[config.mk]
export PLATFORM = sky130hd
export DESIGN_NAME = xport_top
export DESIGN_NICKNAME = d
export VERILOG_FILES = /design/src/rtl/xport_pkg.sv /design/src/rtl/xport_sync.sv /design/src/rtl/xport_ctrl.sv /design/src/rtl/xport_latch.sv /design/src/rtl/xport_drive.sv /design/src/rtl/xport_top.sv
export SDC_FILE = /design/constraint.sdc
export NUM_CORES = 1
export LEC_CHECK = 0
export BUFFER_PORTS_ARGS = -buffer_cell sky130_fd_sc_hd__buf_4
export CAP_MARGIN = 20
export CORE_UTILIZATION = 40
export DETAILED_ROUTE_END_ITERATION = 8
export PLACE_DENSITY = 0.78
export SYNTH_ARGS = -nofsm -noshare
export SYNTH_HDL_FRONTEND = slang
export SYNTH_SLANG_ARGS = --single-unit
[constraint.sdc]
create_clock -name clk -period 2.9 [get_ports clk]
set_clock_uncertainty 0.2 [all_clocks]
set_input_delay 0.435 -clock clk [delete_from_list [all_inputs] [get_ports clk]]
set_output_delay 0.435 -clock clk [all_outputs]
set_load 0.005 [all_outputs]
[src/rtl/xport_pkg.sv]
package xport_pkg;

    typedef enum logic {
        FLAV_MUX_AD    = 1'b0,
        FLAV_ADDR_ONLY = 1'b1
    } flav_e;

    typedef enum logic {
        ST_GPIO   = 1'b0,
        ST_EXTBUS = 1'b1
    } own_e;

endpackage

[src/rtl/xport_sync.sv]
module xport_sync #(
    parameter int W = 8
) (
    input  logic         clk,
    input  logic         rst_n,
    input  logic [W-1:0] d,
    output logic [W-1:0] q
);
    localparam logic [W-1:0] IDLE = {W{1'b1}};

    logic [W-1:0] stage1;

    always_ff @(posedge clk or negedge rst_n) begin
        if (!rst_n) begin
            stage1 <= IDLE;
            q      <= IDLE;
        end else begin
            stage1 <= d;
            q      <= stage1;
        end
    end
endmodule

[src/rtl/xport_ctrl.sv]
module xport_ctrl
    import xport_pkg::*;
#(
    parameter flav_e FLAVOUR = FLAV_MUX_AD
) (
    input  logic clk,
    input  logic rst_n,
    input  logic ext_en,
    output logic ext_mode,
    output logic force_ones
);
    own_e state, state_nx;

    always_comb begin
        state_nx = state;
        unique case (state)
            ST_GPIO:   if (ext_en)  state_nx = ST_EXTBUS;   // GO_EXT
            ST_EXTBUS: if (!ext_en) state_nx = ST_GPIO;     // GO_GPIO
            default:   state_nx = ST_GPIO;
        endcase
    end

    always_ff @(posedge clk or negedge rst_n) begin
        if (!rst_n) state <= ST_GPIO;
        else        state <= state_nx;
    end

    always_comb begin
        ext_mode   = 1'b0;
        force_ones = 1'b0;
        unique case (state)
            ST_GPIO: begin
                ext_mode   = 1'b0;
                force_ones = 1'b0;
            end
            ST_EXTBUS: begin
                ext_mode   = 1'b1;
                force_ones = (FLAVOUR == FLAV_MUX_AD);
            end
            default: begin
                ext_mode   = 1'b0;
                force_ones = 1'b0;
            end
        endcase
    end
endmodule

[src/rtl/xport_latch.sv]
module xport_latch #(
    parameter int W = 8
) (
    input  logic         clk,
    input  logic         rst_n,
    input  logic         wr,
    input  logic [W-1:0] wd,
    input  logic         force_ones,
    output logic [W-1:0] q
);
    localparam logic [W-1:0] ONES = {W{1'b1}};

    always_ff @(posedge clk or negedge rst_n) begin
        if (!rst_n)          q <= ONES;
        else if (force_ones) q <= ONES;
        else if (wr)         q <= wd;
    end
endmodule

[src/rtl/xport_drive.sv]
module xport_drive
    import xport_pkg::*;
#(
    parameter int    W       = 8,
    parameter flav_e FLAVOUR = FLAV_MUX_AD
) (
    input  logic         ext_mode,
    input  logic [W-1:0] latch_q,
    input  logic [W-1:0] ext_ad,
    input  logic [W-1:0] ext_addr_mid,
    input  logic [W-1:0] ext_addr_hi,
    input  logic         ext_wide,
    input  logic         ext_mid_sel,
    output logic [W-1:0] drv_low,
    output logic [W-1:0] drv_high,
    output logic [W-1:0] pull_up
);
    logic [W-1:0] bus_byte;
    logic [W-1:0] gpio_pull;

    generate
        if (FLAVOUR == FLAV_MUX_AD) begin : g_mux
            assign bus_byte  = ext_ad;
            assign gpio_pull = '0;
        end else begin : g_addr
            assign bus_byte  = (ext_wide && ext_mid_sel) ? ext_addr_mid : ext_addr_hi;
            assign gpio_pull = latch_q;
        end
    endgenerate

    always_comb begin
        if (ext_mode) begin
            drv_high = bus_byte;
            drv_low  = ~bus_byte;
            pull_up  = '0;
        end else begin
            drv_high = '0;
            drv_low  = ~latch_q;
            pull_up  = gpio_pull;
        end
    end
endmodule

[src/rtl/xport_top.sv]
module xport_top
    import xport_pkg::*;
#(
    parameter int    W       = 8,
    parameter flav_e FLAVOUR = FLAV_MUX_AD
) (
    input  logic         clk,
    input  logic         rst_n,
    input  logic         wr_latch,
    input  logic [W-1:0] wr_data,
    input  logic         rd_latch,
    input  logic         rd_pin,
    output logic [W-1:0] rd_data,
    input  logic         ext_en,
    input  logic [W-1:0] ext_ad,
    input  logic [W-1:0] ext_addr_mid,
    input  logic [W-1:0] ext_addr_hi,
    input  logic         ext_wide,
    input  logic         ext_mid_sel,
    input  logic [W-1:0] pin_in,
    output logic [W-1:0] drv_low,
    output logic [W-1:0] drv_high,
    output logic [W-1:0] pull_up
);
    logic         ext_mode;
    logic         force_ones;
    logic [W-1:0] latch_q;
    logic [W-1:0] pin_sync;

    xport_ctrl #(.FLAVOUR(FLAVOUR)) u_ctrl (
        .clk        (clk),
        .rst_n      (rst_n),
        .ext_en     (ext_en),
        .ext_mode   (ext_mode),
        .force_ones (force_ones)
    );

    xport_latch #(.W(W)) u_latch (
        .clk        (clk),
        .rst_n      (rst_n),
        .wr         (wr_latch),
        .wd         (wr_data),
        .force_ones (force_ones),
        .q          (latch_q)
    );

    xport_sync #(.W(W)) u_sync (
        .clk   (clk),
        .rst_n (rst_n),
        .d     (pin_in),
        .q     (pin_sync)
    );

    xport_drive #(.W(W), .FLAVOUR(FLAVOUR)) u_drive (
        .ext_mode     (ext_mode),
        .latch_q      (latch_q),
        .ext_ad       (ext_ad),
        .ext_addr_mid (ext_addr_mid),
        .ext_addr_hi  (ext_addr_hi),
        .ext_wide     (ext_wide),
        .ext_mid_sel  (ext_mid_sel),
        .drv_low      (drv_low),
        .drv_high     (drv_high),
        .pull_up      (pull_up)
    );

    always_comb begin
        if (rd_latch)    rd_data = latch_q;
        else if (rd_pin) rd_data = pin_sync;
        else             rd_data = '0;
    end
endmodule

==> results.yml, run 1 <==
placement:
  dp.final_hpwl_mm: 1.544
  place_congestion: 0.6453
  placed_area_mm2: 0.001430
  io_buffers: 53
clock_tree:
  ctsLongestPathBuffers: 2
  clk_latency_ps: 300
  clkSinkCount: 25
  cts_tree: "yes"
  post_cts_buffers: 0
  htree_levels: 1
  cts_made_buffers: 3
  cts_resized: 0
  ctsHoldBuffers: 1
  clockRootBuffer: "clkbuf_4"
  path_clk_slew_ps: 120
pwr:
  p_leak_nw: 0.7444
  power.density_mw_per_mm2: 430.3
  ir_worst_vdd_mv: 0.3947
  finalPower_mw: 0.6654
setup_path:
  cp.required_ps: 2270
  worstSetupPathType: "register to primary output"
  crit_chain: "inv_2 -> a21oi_1 -> buf_4"
  start_kind: "register"
  cp.arrival_ps: 1290
  cp_top_family: "flip-flops"
  critPathSlowestCell: "dfrtp_1"
  worst_setup_path_end_kind: "primary output"
  crit_fanout: 16
  slowest_delay_ps: 470
  crit_buf_inv: 2
yosys:
  yosys-top-cells-area: "dfstp_2 60%, mux2i_1 7.6%, buf_4 6.4%, a22o_1 5.8%, and2_2 5.7%"
  syn_area_mm2: 0.001052
  yosys.area.top_type: "dfstp_2"
  yosysSeqAreaShare_pct: 62.31
  synth_seq_cells: 25
  synth_area_per_cell_um2: 12.99
  ys_warn_count: 0
  synth_top_area_share_pct: 59.93
  yosysUniqueCellTypes: 15
  synthCells: 81
grt:
  grt-ovfl-total: 0
  grt_max_degree: 26
  grt_pass1_vias: 708
  grt.total_usage_pct: 14.91
  grt_pass1_wl_mm: 2.960
  grt_antenna_before_repair: 0
layout:
  n_antenna_cell: 0
  layout.area.seq_um2: 655.6
  multiInputGateArea_um2: 335.3
  fillCellCount: 189
  nets: 192
  syn_to_final_growth_pct: 46.97
  finalInstanceArea_mm2: 0.001546
  drive_gt1_share_pct: 64.34
floorplan:
  coreArea_mm2: 0.002477
  die_w_um: 53.29
  initial_core_util_pct: 42.47
  rows: 18
  die_h_um: 53.29
  io_pins: 80
  dieArea_mm2: 0.002840
drt:
  detail-route-antenna-nets: 0
  dr.pass1.iters: 2
  wl_per_cell_um: 11.39
  routed_wl_mm: 1.971
  drtIter0Drc: 1
  num_vias: 782
  via_per_inst: 4.520
  drc: 0
sta:
  fin_crit_sh_pct: 66.47
  fin_hold_ws_ps: 34.90
  slew_violations: 0
  setup_viol: 0
  final_hold_viol_count: 0
  min_period_ps: 1928
  fmax_mhz: 518.7
  grt_setup_unrepaired: "false"
  finalSetupTns_ps: 0
flow_run:
  cap_violations: 0
worst_hold_path:
  holdCritPathClass: "input port to register"
status:
  outcome: "finished, final reports clean"
## sequential cells by signal, indices dropped and copies added (netlist names)
| register | flops |
|---|---|
| u_latch.q | 8 |
| u_sync.q | 8 |
| u_sync.stage1 | 8 |
| u_ctrl.state | 1 |
## routing by layer
| metal | up-vias | share of wire [%] | GRT usage [%] |
|---|---|---|---|
| met5 | - | 0 | 0 |
| met4 | 0 | 0.51 | 5.263 |
| met3 | 2 | 8.1 | 3.161 |
| met2 | 41 | 51 | 27.08 |
| met1 | 358 | 40 | 16.88 |
| li1 | 381 | - | - |
## cell usage after synthesis
cell type	number
o21ai_0	1
dfstp_2	24
and2_2	8
buf_2	1
buf_6	1
a22o_1	7
nor2b_4	1
mux2i_1	8
inv_2	1
dfrtp_1	1
nand2_1	10
buf_4	9
conb_1	1
a21oi_2	2
a21oi_1	6
## metrics by stage
| stage | cells | util, % | setup WS [ps] |
|---|---|---|---|
| 2_1_floorplan | 88 | - | 1374 |
| 5_1_grt | 173 | 62.42 | 874.5 |
| 3_3_place_gp | 160 | 57.73 | 1232 |
| 4_1_cts | 165 | 59.19 | 947.3 |
| 3_5_place_dp | 160 | 57.73 | 1205 |
| 6_report | 173 | 62.42 | 972.3 |
## worst reg2reg max path, delay by kind of cell (launching register included)
| family | cells | cell delay [ps] |
|---|---|---|
| buffers and inverters | 1 | 260 |
| and+or+nand+nor | 1 | 100 |
| DFF | 1 | 470 |
## logic make-up after synthesis
family	Yosys count	synth area share, %
AOI/OAI and AO/OA	16	10.82
buffers and inverters	12	8.322
DFF	25	62.31
muxes	8	7.610
other	1	0.3564
and+or+nand+nor	19	10.58
## layout by cell type, fill, tap and decap left out
cell type and n:
a21oi_1 6, a21oi_2 2, a22o_1 7, and2_2 8, buf_4 53, clkbuf_1 1, clkbuf_4 3, conb_1 8
dfrtp_1 1, dfstp_2 24, dlygate4sd3_1 9, inv_2 1, mux2i_1 8, nand2_1 10, nor2b_4 1, o21ai_0 1
## area by class of cell
| class | instances | area share [%] |
|---|---|---|
| Timing Repair Buffer | 62 | 31.55 |
| Multi-Input combinational cell | 51 | 21.68 |
| Inverter | 1 | 0.2427 |
| Clock buffer | 4 | 1.699 |
| Tap cell | 30 | 2.427 |
| Sequential cell | 25 | 42.39 |
## final timing paths
kind / slack [ps] / to / cells past startpoint / startpoint
worst max-delay path: 970 / drv_low[0] / 3 / u_ctrl.state
worst min-delay path: 30 / u_ctrl.state / 1 / ext_en
worst max register to register: 1800 / u_latch.q[3] / 2 / u_ctrl.state
worst min register to register: 160 / u_sync.q[2] / 0 / u_sync.stage1[2]
max in group asynchronous: 1880 / u_latch.q[0] / 2 / rst_n
min in group asynchronous: 350 / u_ctrl.state / 2 / rst_n
## where the power goes
| part | total (mW) | leakage (nW) | internal [mW] | switching [mW] |
|---|---|---|---|---|
| sequential | 0.392 | 0.264 | 0.381 | 0.0107 |
| combinational | 0.131 | 0.465 | 0.0823 | 0.0485 |
| clock | 0.143 | 0.0150 | 0.0535 | 0.0893 |
(Power assumes the default switching activity.)
==> run 2, diff against run 1 <==
--- a/config.mk
+++ b/config.mk
@@ -7,9 +7,9 @@
 export LEC_CHECK = 0
 export BUFFER_PORTS_ARGS = -buffer_cell sky130_fd_sc_hd__buf_4
 export CAP_MARGIN = 20
-export CORE_UTILIZATION = 40
+export CORE_UTILIZATION = 39
 export DETAILED_ROUTE_END_ITERATION = 8
-export PLACE_DENSITY = 0.78
+export PLACE_DENSITY = 0.77
 export SYNTH_ARGS = -nofsm -noshare
 export SYNTH_HDL_FRONTEND = slang
 export SYNTH_SLANG_ARGS = --single-unit
==> constraint.sdc (replaced) <==
create_clock -name clk -period 2 [get_ports clk]
set_clock_uncertainty 0.2 [all_clocks]
set_input_delay 0.3 -clock clk [delete_from_list [all_inputs] [get_ports clk]]
set_output_delay 0.3 -clock clk [all_outputs]
set_load 0.005 [all_outputs]
==> results.yml, run 2 (same netlist as run 1, synthesis figures left out) <==
pwr:
  p_leak_nw: 0.7681
  power.density_mw_per_mm2: 613.6
  ir_worst_vdd_mv: 0.5245
grt:
  grt_pass1_wl_mm: 3.091
  grt-ovfl-total: 0
  grt_antenna_before_repair: 0
  grt.total_usage_pct: 15.20
  grt_pass1_vias: 726
  grt_max_degree: 26
placement:
  io_buffers: 53
  placed_area_mm2: 0.001430
  dp.final_hpwl_mm: 1.576
  place_congestion: 0.6674
clock_tree:
  cts_made_buffers: 3
  clockRootBuffer: "clkbuf_4"
  clkSinkCount: 25
  ctsHoldBuffers: 13
  clk_latency_ps: 310
  ctsLongestPathBuffers: 2
  cts_tree: "yes"
  htree_levels: 1
  cts_resized: 0
  path_clk_slew_ps: 130
  post_cts_buffers: 0
worst_hold_path:
  holdCritPathClass: "input port to register"
  min_from: "wr_data[7]"
  worstHoldPathCells: 3
drt:
  via_per_inst: 4.607
  maxUsedRoutingLayer: "met3"
  wl_per_cell_um: 11.83
  dr.pass1.iters: 4
  routed_wl_mm: 2.105
  num_vias: 820
  drc: 0
  drtIter0Drc: 4
  routed-wl-met2_mm: 1.028
  met1_length_um: 916
  detail-route-antenna-nets: 0
  dr_wl_met3_um: 161
setup_path:
  cp.required_ps: 1500
  crit_start: "u_ctrl.state"
  reg2reg_from: "u_ctrl.state"
  crit_buf_inv: 2
  slowest_delay_ps: 480
  worstSetupPathType: "register to primary output"
  worstSetupPathDepth: 3
  crit_chain: "inv_2 -> a21oi_1 -> buf_4"
  r2r_cells: 2
  worst_setup_path_end_kind: "primary output"
  cp.arrival_ps: 1310
  critPathSlowestCell: "dfrtp_1"
  cp_top_family: "flip-flops"
  crit_fanout: 16
  start_kind: "register"
floorplan:
  dieArea_mm2: 0.002910
  die_w_um: 53.95
  rows: 18
  io_pins: 80
  coreArea_mm2: 0.002522
  die_h_um: 53.95
  initial_core_util_pct: 41.72
sta:
  final_hold_viol_count: 0
  grt_setup_unrepaired: "false"
  fmax_mhz: 552.2
  min_period_ps: 1811
  finalSetupTns_ps: 0
  fin_crit_sh_pct: 90.55
  slew_violations: 0
  setup_viol: 0
status:
  outcome: "finished, final reports clean"
layout:
  layout_commonest_cell: "buf_4"
  n_antenna_cell: 0
  syn_to_final_growth_pct: 51.84
  largest_registers: "u_latch.q (8), u_sync.q (8), u_sync.stage1 (8)"
  nets: 197
  finish.utilization_pct: 63.34
  drive_gt1_share_pct: 62.84
  layout_common_cells: "53 x buf_4, 24 x dfstp_2, 14 x dlygate4sd3_1, 10 x nand2_1"
  finalInstanceArea_mm2: 0.001598
flow_run:
  cap_violations: 0
run 2: cell count changes in the layout (fill, tap and decap cells not counted):
cell	previous run	this run
dlygate4sd3_1	9	14
clkinv_2	0	1
clkbuf_1	1	0
run 2: worst paths after layout:
kind,end,slack (ps)
min in group asynchronous,u_ctrl.state,200
setup / recovery,drv_low[0],190
setup reg to reg,u_latch.q[0],890
hold / removal,u_latch.q[7],10
hold reg to reg,u_sync.q[1],160
max in group asynchronous,u_latch.q[1],1130
run 2: report_power, final:
part	total (mW)	leakage (nW)	internal, mW	switching [mW]
clock	0.214	0.0177	0.0747	0.139
combinational	0.198	0.486	0.126	0.0723
sequential	0.568	0.264	0.553	0.0159
run 2: worst min-delay path: cells and delay by family:
kind                   cells  cell delay, ps
buffers and inverters      1              80
AND/OR/NAND/NOR            1              60
multiplexers               1              50
run 2: layout make-up:
| class | count | area, um^2 |
|---|---|---|
| clock buffer | 3 | 22.52 |
| clock inverter | 1 | 5.005 |
| fill | 206 | 924.6 |
| inverter | 1 | 3.754 |
| multi-input combinational | 51 | 335.3 |
| sequential | 25 | 655.6 |
| tap | 30 | 37.54 |
| timing repair buffer | 67 | 538.0 |
run 2: through the flow:
step | hold slack, ps | setup WS, ps | total power, mW | cells
after CTS | 2.600 | 164.7 | 0.9895 | 177
after floorplan | -195.6 | 743.9 | 0.6523 | 88
final | 11.58 | 189.0 | 0.9804 | 178
after global routing | 5.404 | 91.25 | 1.034 | 178
after detailed placement | 7.777 | 530.7 | 0.7541 | 160
after global placement | 2.297 | 561.5 | 0.7479 | 160
run 2: layer usage:
metal	vias up	GRT usage (%)
met1	380	17.52
met2	50	27.37
li1	390	-
met4	0	5.263
met3	0	3.390
met5	-	0
==> run 3, diff against run 2 <==
--- a/config.mk
+++ b/config.mk
@@ -9,6 +9,7 @@
 export CAP_MARGIN = 20
 export CORE_UTILIZATION = 39
 export DETAILED_ROUTE_END_ITERATION = 8
+export HOLD_SLACK_MARGIN = 0.05
 export PLACE_DENSITY = 0.77
 export SYNTH_ARGS = -nofsm -noshare
 export SYNTH_HDL_FRONTEND = slang
==> results.yml, run 3 (same netlist as run 1, synthesis figures left out) <==
sta:
  slew_violations: 0
  final_hold_viol_count: 0
  fin_crit_sh_pct: 90.29
  finalSetupTns_ps: 0
  setup_viol: 0
  grt_setup_unrepaired: "false"
  fmax_mhz: 553.7
  setup_ws_ps: 194.1
  min_period_ps: 1806
layout:
  finalInstanceArea_mm2: 0.001638
  syn_to_final_growth_pct: 55.65
  n_antenna_cell: 0
  layout_commonest_cell: "buf_4"
  fillCellCount: 200
  largest_registers: "u_latch.q (8), u_sync.q (8), u_sync.stage1 (8)"
  nets: 201
  drive_gt1_share_pct: 61.18
  layout_common_cells: "53 x buf_4, 24 x dfstp_2, 18 x dlygate4sd3_1, 10 x nand2_1"
clock_tree:
  clkSinkCount: 25
  htree_levels: 1
  cts_tree: "yes"
  clk_latency_ps: 310
  post_cts_buffers: 0
  cts_made_buffers: 3
  path_clk_slew_ps: 120
  cts_resized: 0
  ctsLongestPathBuffers: 2
  ctsHoldBuffers: 18
  clockRootBuffer: "clkbuf_4"
grt:
  grt_pass1_vias: 763
  grt_antenna_before_repair: 0
  grt_pass1_wl_mm: 3.201
  grt-ovfl-total: 0
  grt.total_usage_pct: 15.69
  grt_max_degree: 26
drt:
  routed_wl_mm: 2.149
  num_vias: 831
  wl_per_cell_um: 11.81
  drtIter0Drc: 4
  drc: 0
  detail-route-antenna-nets: 0
  dr.pass1.iters: 4
  via_per_inst: 4.566
floorplan:
  die_w_um: 53.95
  rows: 18
  coreArea_mm2: 0.002522
  dieArea_mm2: 0.002910
  die_h_um: 53.95
  io_pins: 80
  initial_core_util_pct: 41.72
pwr:
  finalPower_mw: 0.9852
  power.density_mw_per_mm2: 601.5
  ir_worst_vdd_mv: 0.5208
  p_leak_nw: 0.7848
flow_run:
  cap_violations: 0
setup_path:
  crit_fanout: 16
  cp.arrival_ps: 1310
  worstSetupPathType: "register to primary output"
  start_kind: "register"
  cp.required_ps: 1500
  worst_setup_path_end_kind: "primary output"
worst_hold_path:
  holdCritPathClass: "input port to register"
placement:
  place_congestion: 0.6674
  io_buffers: 53
  dp_slack_ps: 530.7
  placed_area_mm2: 0.001430
  dp.final_hpwl_mm: 1.576
status:
  outcome: "finished, final reports clean"
==> run 3: cell types whose count changed in the layout (fill, tap and decap cells not counted) <==
cell           previous run  this run
dlygate4sd3_1            14        18
==> run 3: worst paths after layout <==
check,startpoint,end,slack [ps],cells after the start
setup / recovery,u_ctrl.state,drv_low[0],190,3
hold / removal,wr_latch,u_latch.q[1],130,3
setup reg to reg,u_ctrl.state,u_latch.q[0],900,2
hold reg to reg,u_sync.stage1[4],u_sync.q[4],170,0
max in group asynchronous,rst_n,u_sync.stage1[3],1120,2
min in group asynchronous,rst_n,u_ctrl.state,200,2
==> run 3: cell type report <==
cell class | count | area, um^2 | share of cell area (%)
Clock buffer | 3 | 22.52 | 1.375
Multi-Input combinational cell | 51 | 335.3 | 20.47
Clock inverter | 1 | 5.005 | 0.3056
Inverter | 1 | 3.754 | 0.2292
Sequential cell | 25 | 655.6 | 40.03
Timing Repair Buffer | 71 | 578.1 | 35.29
Tap cell | 30 | 37.54 | 2.292
==> run 3: metal layers <==
layer | track usage [%] | vias to the layer above | wire [um]
li1 | - | 398 | -
met1 | 17.88 | 388 | 937
met2 | 28.60 | 45 | 1062
met3 | 3.390 | 0 | 149
met4 | 5.263 | 0 | 0
met5 | 0 | - | 0
==> run 3: through the flow <==
step	instances	utilization [%]	hold slack [ps]
3_5_place_dp	160	56.70	7.777
6_report	182	64.93	132.6
4_1_cts	182	64.93	123.6
2_1_floorplan	88	-	-195.6
3_3_place_gp	160	56.70	2.297
5_1_grt	182	64.93	125.7
==> run 3: critical path, stage by stage, from the launching register on <==
cell and delay, ps:
dfrtp_1 480, inv_2 250, a21oi_1 120, buf_4 150
==> run 3: report_power, final <==
| part | total, mW | internal (mW) | switching, mW |
|---|---|---|---|
| sequential | 0.568 | 0.553 | 0.0158 |
| combinational | 0.204 | 0.131 | 0.0736 |
| clock | 0.212 | 0.0747 | 0.138 |
| total | 0.985 | 0.758 | 0.227 |
